**src/rtl/ide_glue_pkg.sv**
```systemverilog
package ide_glue_pkg;

  localparam int DATA_W  = 16;
  localparam int LANES   = DATA_W / 8;
  localparam int REG_AW  = 3;

  typedef enum logic [1:0] {
    SEL_NONE = 2'd0,
    SEL_CMD  = 2'd1,
    SEL_CTL  = 2'd2,
    SEL_IACK = 2'd3
  } sel_e;

  // Reverse the byte lanes of a data word (endian crossing).
  function automatic logic [DATA_W-1:0] cross_lanes(input logic [DATA_W-1:0] v);
    logic [DATA_W-1:0] r;
    for (int i = 0; i < LANES; i++) begin
      r[i*8 +: 8] = v[(LANES-1-i)*8 +: 8];
    end
    return r;
  endfunction

  // True when the wait counter has reached its limit.
  function automatic logic wait_reached(input logic [7:0] cnt, input logic [7:0] lim);
    return cnt == lim;
  endfunction

  // Active-low encoding of an interrupt priority level.
  function automatic logic [2:0] level_code_n(input logic pending, input logic [2:0] lvl);
    return pending ? ~lvl : 3'b111;
  endfunction

endpackage

```
**src/rtl/ide_decode.sv**
```systemverilog
module ide_decode
  import ide_glue_pkg::*;
#(
  parameter int              ADDR_W    = 24,
  parameter logic [ADDR_W-1:0] IDE_BASE = 24'hF0_0000,
  parameter logic [2:0]      IRQ_LEVEL = 3'd3
) (
  input  logic [ADDR_W-1:1] addr,
  input  logic [2:0]        space,
  output sel_e              sel,
  output logic [REG_AW-1:0] reg_idx
);
  localparam int TAG_LSB = REG_AW + 2;

  logic cpu_space_cyc;
  logic window_hit;
  logic level_match;

  assign cpu_space_cyc = (space == 3'b111);
  assign window_hit    = (addr[ADDR_W-1:TAG_LSB] == IDE_BASE[ADDR_W-1:TAG_LSB]);
  assign level_match   = (addr[REG_AW:1] == IRQ_LEVEL);
  assign reg_idx       = addr[REG_AW:1];

  always_comb begin
    sel = SEL_NONE;
    if (cpu_space_cyc) begin
      if (level_match) sel = SEL_IACK;
    end else if (window_hit) begin
      sel = addr[TAG_LSB-1] ? SEL_CTL : SEL_CMD;
    end
  end

endmodule

```
**src/rtl/ide_cycle_ctl.sv**
```systemverilog
module ide_cycle_ctl
  import ide_glue_pkg::*;
#(
  parameter int WAIT_STATES = 2
) (
  input  logic              clk,
  input  logic              rst_n,
  input  logic              as_n,
  input  logic              rw,
  input  sel_e              sel,
  input  logic [REG_AW-1:0] reg_idx,
  output logic              cmd_cs_n,
  output logic              ctl_cs_n,
  output logic              rd_n,
  output logic              wr_n,
  output logic [REG_AW-1:0] da,
  output logic              to_cpu,
  output logic              en_n,
  output logic              ack_n,
  output logic              avec_n
);
  localparam int CNT_W = $clog2(WAIT_STATES + 2);
  localparam logic [CNT_W-1:0] WAIT_LIM = CNT_W'(WAIT_STATES);

  logic              active_q;
  sel_e              sel_q;
  logic              rw_q;
  logic [REG_AW-1:0] da_q;
  logic [CNT_W-1:0]  cnt_q;

  // Named internal events
  logic live;
  logic ide_cyc;
  logic wait_done;
  logic start_cyc;

  assign start_cyc = !as_n && !active_q && (sel != SEL_NONE);

  always_ff @(posedge clk or negedge rst_n) begin
    if (!rst_n) begin
      active_q <= 1'b0;
      sel_q    <= SEL_NONE;
      rw_q     <= 1'b1;
      da_q     <= '0;
      cnt_q    <= '0;
    end else if (as_n) begin
      active_q <= 1'b0;
      cnt_q    <= '0;
    end else if (start_cyc) begin
      active_q <= 1'b1;
      sel_q    <= sel;
      rw_q     <= rw;
      da_q     <= reg_idx;
      cnt_q    <= '0;
    end else if (active_q && !wait_done) begin
      cnt_q    <= cnt_q + 1'b1;
    end
  end

  assign live      = active_q && !as_n;
  assign ide_cyc   = live && (sel_q == SEL_CMD || sel_q == SEL_CTL);
  assign wait_done = wait_reached(8'(cnt_q), 8'(WAIT_LIM));

  assign cmd_cs_n = !(live && sel_q == SEL_CMD);
  assign ctl_cs_n = !(live && sel_q == SEL_CTL);
  assign rd_n     = !(ide_cyc && rw_q);
  assign wr_n     = !(ide_cyc && !rw_q);
  assign da       = da_q;
  assign to_cpu   = ide_cyc && rw_q;
  assign en_n     = !ide_cyc;
  assign ack_n    = !(ide_cyc && wait_done);
  assign avec_n   = !(live && sel_q == SEL_IACK);

  // the two strobes are never low together
  p_strobe_excl_r3: assert property (@(posedge clk) disable iff (!rst_n)
    !(!rd_n && !wr_n));

  // buffers are enabled only with a drive select asserted
  p_buf_in_cycle_r4: assert property (@(posedge clk) disable iff (!rst_n)
    !en_n |-> (cmd_cs_n != ctl_cs_n));

  // direction does not change during an enabled access
  p_dir_steady_r4: assert property (@(posedge clk) disable iff (!rst_n)
    (!en_n && $past(!en_n)) |-> $stable(to_cpu));

  // acknowledge only after the strobe was already low an edge earlier
  p_ack_after_strobe_r5: assert property (@(posedge clk) disable iff (!rst_n)
    !ack_n |-> $past(!as_n));

  // nothing is active once the address strobe is high
  p_release_r6: assert property (@(posedge clk) disable iff (!rst_n)
    as_n |-> (cmd_cs_n && ctl_cs_n && rd_n && wr_n && en_n && ack_n && avec_n));

  // the autovector answer never touches the drive
  p_iack_quiet_r9: assert property (@(posedge clk) disable iff (!rst_n)
    !avec_n |-> (rd_n && wr_n && ack_n));

endmodule

```
**src/rtl/ide_irq_sync.sv**
```systemverilog
module ide_irq_sync
  import ide_glue_pkg::*;
#(
  parameter logic [2:0] IRQ_LEVEL = 3'd3
) (
  input  logic       clk,
  input  logic       rst_n,
  input  logic       irq_in,
  output logic [2:0] lvl_n
);
  logic meta_q;
  logic pend_q;

  always_ff @(posedge clk or negedge rst_n) begin
    if (!rst_n) begin
      meta_q <= 1'b0;
      pend_q <= 1'b0;
    end else begin
      meta_q <= irq_in;
      pend_q <= meta_q;
    end
  end

  assign lvl_n = level_code_n(pend_q, IRQ_LEVEL);

  // pending rises only two edges after the drive line rose
  p_irq_rise_r8: assert property (@(posedge clk) disable iff (!rst_n)
    $rose(pend_q) |-> $past(irq_in, 2));

  // pending clears only two edges after the drive line fell
  p_irq_fall_r8: assert property (@(posedge clk) disable iff (!rst_n)
    $fell(pend_q) |-> !$past(irq_in, 2));

endmodule

```
**src/rtl/ide_glue.sv**
```systemverilog
module ide_glue
  import ide_glue_pkg::*;
#(
  parameter int                ADDR_W      = 24,
  parameter logic [ADDR_W-1:0] IDE_BASE    = 24'hF0_0000,
  parameter int                WAIT_STATES = 2,
  parameter logic [2:0]        IRQ_LEVEL   = 3'd3
) (
  input  logic              clk,
  input  logic              rst_n,
  input  logic              cpu_as_n,
  input  logic              cpu_rw,
  input  logic [2:0]        cpu_space,
  input  logic [ADDR_W-1:1] cpu_addr,
  input  logic [DATA_W-1:0] cpu_wdata,
  output logic [DATA_W-1:0] cpu_rdata,
  output logic              cpu_ack_n,
  output logic              cpu_avec_n,
  output logic [2:0]        cpu_irq_lvl_n,
  output logic              ide_cmd_cs_n,
  output logic              ide_ctl_cs_n,
  output logic              ide_rd_n,
  output logic              ide_wr_n,
  output logic [REG_AW-1:0] ide_reg,
  output logic [DATA_W-1:0] ide_wdata,
  input  logic [DATA_W-1:0] ide_rdata,
  input  logic              ide_irq,
  output logic              buf_to_cpu,
  output logic              buf_en_n
);
  sel_e              dec_sel;
  logic [REG_AW-1:0] dec_reg;

  ide_decode #(
    .ADDR_W   (ADDR_W),
    .IDE_BASE (IDE_BASE),
    .IRQ_LEVEL(IRQ_LEVEL)
  ) u_decode (
    .addr   (cpu_addr),
    .space  (cpu_space),
    .sel    (dec_sel),
    .reg_idx(dec_reg)
  );

  ide_cycle_ctl #(
    .WAIT_STATES(WAIT_STATES)
  ) u_cycle (
    .clk     (clk),
    .rst_n   (rst_n),
    .as_n    (cpu_as_n),
    .rw      (cpu_rw),
    .sel     (dec_sel),
    .reg_idx (dec_reg),
    .cmd_cs_n(ide_cmd_cs_n),
    .ctl_cs_n(ide_ctl_cs_n),
    .rd_n    (ide_rd_n),
    .wr_n    (ide_wr_n),
    .da      (ide_reg),
    .to_cpu  (buf_to_cpu),
    .en_n    (buf_en_n),
    .ack_n   (cpu_ack_n),
    .avec_n  (cpu_avec_n)
  );

  ide_irq_sync #(
    .IRQ_LEVEL(IRQ_LEVEL)
  ) u_irq (
    .clk   (clk),
    .rst_n (rst_n),
    .irq_in(ide_irq),
    .lvl_n (cpu_irq_lvl_n)
  );

  // byte-lane crossing in both directions
  assign cpu_rdata = cross_lanes(ide_rdata);
  assign ide_wdata = cross_lanes(cpu_wdata);

  // at most one drive select at a time
  p_one_select_r1: assert property (@(posedge clk) disable iff (!rst_n)
    $countones({~ide_cmd_cs_n, ~ide_ctl_cs_n}) <= 1);

endmodule

```
**config.mk**
```make
export PLATFORM = sky130hd
export DESIGN_NAME = ide_glue
export DESIGN_NICKNAME = d
export VERILOG_FILES = /design/src/rtl/ide_glue_pkg.sv /design/src/rtl/ide_decode.sv /design/src/rtl/ide_cycle_ctl.sv /design/src/rtl/ide_irq_sync.sv /design/src/rtl/ide_glue.sv
export SDC_FILE = /design/constraint.sdc
export NUM_CORES = 1
export LEC_CHECK = 0
export CAP_MARGIN = 20
export CORE_MARGIN = 8
export CORE_UTILIZATION = 30
export CTS_BUF_LIST = sky130_fd_sc_hd__clkbuf_8
export DETAILED_ROUTE_END_ITERATION = 8
export GPL_ROUTABILITY_DRIVEN = 0
export GPL_TIMING_DRIVEN = 0
export PLACE_DENSITY = 0.89
export SYNTH_ARGS = -nofsm -noshare
export SYNTH_HDL_FRONTEND = slang
export SYNTH_SLANG_ARGS = --single-unit
```
**constraint.sdc**
```tcl
create_clock -name clk -period 2.1 [get_ports clk]
set_clock_uncertainty 0.1 [all_clocks]
set_input_delay 0.21 -clock clk [delete_from_list [all_inputs] [get_ports clk]]
set_output_delay 0.21 -clock clk [all_outputs]
set_load 0.05 [all_outputs]
```
# Word-level counts from Yosys, hierarchy flattened

Cells that the tools add are included.

Flip-flop bits (word level): 11
Word-level logic and storage cells: 53
Bits of input ports: 63
Output and inout port bits: 46

Equal/unequal tests: 7
Reduce and logical (&&, ||, !) cells: 27
Bitwise operators: 1
Add/subtract/negate cells: 1
Mux-type cells: 10

Operators by type and width:

| kind                                                            | count |
|---|---|
| 19-bit == test, second input constant                           | 1 |
| 2-bit two-way mux                                               | 8 |
| 1-bit logical AND                                               | 11 |
| 1-bit logical NOT                                               | 11 |
| 2-bit == test, second input constant                            | 3 |
| 2-bit nonzero test                                              | 2 |
| 3-bit by 2-bit == test with 1-bit output, second input constant | 1 |
| 3-bit == test, second input constant                            | 1 |
| 3-bit nonzero test                                              | 1 |
| 2-bit by 1-bit adder with 2-bit output, second input constant   | 1 |
| 2-bit by 1-bit == test with 1-bit output, second input constant | 1 |
| 1-bit two-way mux                                               | 2 |
| 2-bit AND reduction                                             | 1 |
| 1-bit logical OR                                                | 1 |
| 1-bit inverter                                                  | 1 |

# Logic depth before layout (Yosys ltp)

Depth in word-level cells: 7
Mapped depth: 5
Gate-level depth less buffers: 5

# By module

A second synthesis with hierarchy kept.

Cells, all modules: 96
Area total of the unflattened synthesis: 914.6 µm²

Modules (own cells, without submodules):

| module        | times used | area each (µm²) | seq. area each (µm²) | cells an instance |
|---|---|---|---|---|
| ide_cycle_ctl | 1          | 491.7           | 226.5                | 43 |
| ide_glue      | 1          | 240.2           | 0.0                  | 32 |
| ide_decode    | 1          | 110.1           | 0.0                  | 15 |
| ide_irq_sync  | 1          | 72.6            | 50.0                 | 6 |

# Worst setup path before layout

No wires, ideal clock.

Path kind: register to output
Start: reg u_cycle.sel_q[0]
End: out buf_to_cpu
Slack: 0.005 ns
Stages on the path, launching flop included: 6
Required time: 1.790 ns
Arrival: 1.785 ns
Cells stage by stage: dfrtp_1 inv_1 ha_1 nor3_1 nand2_1 inv_1

Word-level cells in the longest chain between the ends: 4
Elaborated cells between the ends (all ways): 5

Ends and longest elaborated chain:

| element                                                                   | RTL line            | source |
|---|---|---|
| start, declared                                                           | ide_cycle_ctl.sv:26 | `sel_e sel_q;` |
| start signal, assigned                                                    | ide_cycle_ctl.sv:51 | `sel_q <= sel;` |
| 2-bit by 1-bit == test with 1-bit output or 2-bit == test (tied branches) | ide_cycle_ctl.sv:61 | `assign ide_cyc = live && (sel_q == SEL_CMD \|\| sel_q == SEL_CTL);` |
| 1-bit logical OR (*)                                                      | ide_cycle_ctl.sv:61 |  |
| 1-bit logical AND (*)                                                     | ide_cycle_ctl.sv:61 |  |
| 1-bit logical AND (*)                                                     | ide_cycle_ctl.sv:69 | `assign to_cpu = ide_cyc && rw_q;` |
| end, declared                                                             | ide_glue.sv:28      | `output logic buf_to_cpu,` |

Every way passes the cells marked *; elsewhere a longest branch is shown, timed or not.

# Worst setup path after layout

Start: reg u_cycle.sel_q[0]
End: out cpu_ack_n

Word-level cells in the longest chain between the ends: 5
Elaborated cells between the ends (all ways): 6

Ends and longest elaborated chain:

| element                                                                   | RTL line            | source |
|---|---|---|
| 2-bit by 1-bit == test with 1-bit output or 2-bit == test (tied branches) | ide_cycle_ctl.sv:61 |  |
| 1-bit logical OR (*)                                                      | ide_cycle_ctl.sv:61 |  |
| 1-bit logical AND (*)                                                     | ide_cycle_ctl.sv:61 |  |
| 1-bit logical AND (*)                                                     | ide_cycle_ctl.sv:71 | `assign ack_n = !(ide_cyc && wait_done);` |
| 1-bit logical NOT (*)                                                     | ide_cycle_ctl.sv:71 |  |
| end, declared                                                             | ide_glue.sv:17      | `output logic cpu_ack_n,` |

Marks and branches as above.

==> flow_metrics.py <==
metrics = {
    "status": {
        "status": "complete, no violations",
    },
    "clocking": {
        "clock_latency_ps": 230,
        "cts_tree": "yes",
        "cts_setup_buffers": 0,
        "root_buffer": "clkbuf_8",
        "cts_buffers": 3,
        "clock_sinks": 11,
        "clkTransAtPathRegs_ps": 50,
        "h-tree-depth": 1,
        "ctsHoldBuffers": 0,
        "clk_path_buf_depth": 2,
    },
    "layout": {
        "nNetsFinal": 244,
        "n_fill_cell": 274,
        "drive_above_1_share_pct": 30.7,
        "antennaDiodeCount": 0,
        "areaGrowthSynthToFinish_pct": 89.0,
        "fin_area_um2": 1760,
    },
    "synthesis": {
        "yosys.area.top_type_share_pct": 27.3,
        "yosysTopAreaCell": "buf_4",
        "synthSimpleGateAreaFrac_pct": 23.6,
        "yosysSeqAreaShare_pct": 29.6,
        "synth_top_family_by_area": "buffers and inverters",
        "synthAdderAreaFrac_pct": 5.36,
        "synth_cells": 97,
        "synthTopCellsByArea": "buf_4 27%, dfrtp_1 27%, ha_1 5.4%",
        "syn_area_per_cell_um2": 9.62,
        "synth_xor_area_share_pct": 0,
        "yosysWarnings": 0,
        "synth_compound_area_share_pct": 6.03,
        "synthMuxAreaShare_pct": 4.83,
        "syn_area_um2": 933,
        "synth_fp_nets": 164,
        "synth_cell_types": 29,
        "synth-seq-cells": 11,
    },
    "min_path": {
        "min-delay-path-class": "input pin to async pin",
    },
    "sta": {
        "hold_violations": 0,
        "setup_viol": 0,
        "period_needed_ps": 2000,
        "worst_pin_slew_ps": 514,
        "slew_headroom_pct": 65.6,
        "grt_setup_unrepaired": "no",
        "max_freq_mhz": 501,
        "maxSlewViolCount": 0,
        "final.period_utilization_pct": 95.1,
    },
    "grt": {
        "first_global_vias": 951,
        "grt_max_degree": 12,
        "gr-total-overflow": 0,
        "grt_pass1_wl_um": 4370,
        "antenna_found_initial": 0,
        "grt.total_usage_pct": 10.3,
    },
    "worst_setup_path": {
        "crit_path_start_kind": "flop",
        "path_buf_inv": 2,
        "critPathTopFamily": "buffers and inverters",
        "worstPathArrival_ps": 1690,
        "critPathRequiredTime_ps": 1790,
        "rr_startpoint": "u_cycle.active_q",
        "critPathMaxStageDelay_ps": 430,
        "crit_path_end_kind": "primary output",
        "r2r_cells": 4,
        "path_max_fanout": 4,
        "path_class": "flop to primary output",
        "worstPathCellList": "inv_1 > ha_1 > nor3_4 > nand2_1 > dlygate4sd2_1",
        "critPathSlowestCell": "dlygate4sd2_1",
        "crit_path_start": "u_cycle.sel_q[0]",
        "r2r_setup_slack_ps": 670,
        "r2r_end": "u_cycle.sel_q[1]",
    },
    "floorplan": {
        "start_util_pct": 31.1,
        "fp.dieW_um": 71.8,
        "fp.dieH_um": 71.8,
        "core_um2": 3000,
        "row_count": 20,
        "dieArea_um2": 5150,
        "io_pins": 109,
    },
    "detailed_routing": {
        "postRouteAntennaNets": 0,
        "initialDrtViolationCount": 16,
        "wl_met1_um": 913,
        "wl_met2_um": 1550,
        "via_per_inst": 4.45,
        "firstDrtPassIters": 4,
        "wl_um": 2930,
        "wire_per_inst_um": 14.0,
        "wl_met3_um": 460,
        "vias": 930,
        "drc": 0,
        "highest_layer": "met4",
    },
    "placement": {
        "dp_hpwl_um": 2690,
        "placed_area_um2": 1730,
        "portBuffers": 75,
    },
    "power_and_ir_drop": {
        "vdd_drop_max_v": 0.000360,
        "powerDensity_nw_per_um2": 449,
        "power_w": 0.000793,
        "p_leak_nw": 0.766,
    },
    "run": {
        "drv_cap": 0,
    },
}
## cell type report
cell class,count,area (µm²),area share [%]
Timing Repair Buffer,75,733,41.6
Multi-Input combinational cell,45,387,21.9
Sequential cell,11,277,15.7
Buffer,34,255,14.5
Clock buffer,3,41.3,2.34
Tap cell,33,41.3,2.34
Inverter,7,26.3,1.49
Clock inverter,1,3.75,0.213
## synth_stat cells, drive strengths merged
cell type	count
a22oi	1
o21ai	2
a31oi	1
a22o	1
a32o	1
conb	1
inv	7
nor4b	2
buf	34
nand3	2
nand2	11
dfstp	1
nand2b	1
nor3	3
mux2	3
nor4	3
nor2b	1
or3	1
nor2	3
dfrtp	10
ha	4
or4	1
a21oi	2
nand4	1
## flip-flops by register name, indices dropped and copies added, names as in the netlist
register and count:
u_cycle.sel_q 2, u_cycle.active_q 1, u_cycle.rw_q 1, u_cycle.cnt_q 2, u_irq.meta_q 1, u_cycle.da 3
u_irq.pend_q 1
## stage by stage
step	cells	setup TNS [ps]	utilization [%]	worst slack, ps	hold WS (ps)
5_1_grt	209	0	58.8	11.9	257
6_report	209	0	58.8	103	207
3_3_place_gp	205	-922	57.5	-323	233
3_5_place_dp	205	-1090	57.5	-363	241
4_1_cts	209	0	58.9	23.1	226
2_1_floorplan	97	0	-	4.65	-186
## report_power, final
group	total, W	internal (W)	switching [W]
sequential	0.000230	0.000224	0.00000556
combinational	0.000364	0.000168	0.000196
clock	0.000199	0.000128	0.0000712
## kinds of logic after synthesis
kind of cell | count (synthesis)
other | 1
AO/OA/AOI/OAI | 8
buffers and inverters | 41
multiplexers | 3
AND/OR/NAND/NOR | 29
flip-flops | 11
adder cells (fa/ha/maj) | 4
## metal layers
layer	track usage (%)	vias up
met5	0	-
met4	2.72	0
met3	5.02	2
met2	20.0	55
met1	9.16	423
li1	-	450
## repair_timing
item | in CTS | in global routing
setup endpoints to repair | 8 | 5
pin swaps | 0 | 0
endpoints found under the hold margin | 0 | 0
resized for setup | 11 | 5
## layout by cell type (no fill, tap or decap), types with 2 or more instances in the layout
master / instances
a21oi_1: 2
buf_4: 34
clkbuf_8: 3
clkdlybuf4s50_1: 67
dfrtp_1: 10
dlygate4sd2_1: 6
ha_1: 4
inv_1: 8
mux2_4: 3
nand2_1: 10
nand3_1: 2
nor2_1: 3
nor3_4: 2
nor4_4: 2
nor4b_2: 2
## worst max-delay path by stage
stage | cells after the start | slack [ps] | end
2_1_floorplan | 5 | 5 | buf_to_cpu
3_3_place_gp | 5 | -320 | buf_to_cpu
3_5_place_dp | 5 | -360 | buf_to_cpu
4_1_cts | 5 | 20 | ide_rd_n
5_1_grt | 5 | 10 | cpu_ack_n
6_report | 5 | 100 | cpu_ack_n
No activity file was read; power rests on OpenSTA's default activity.
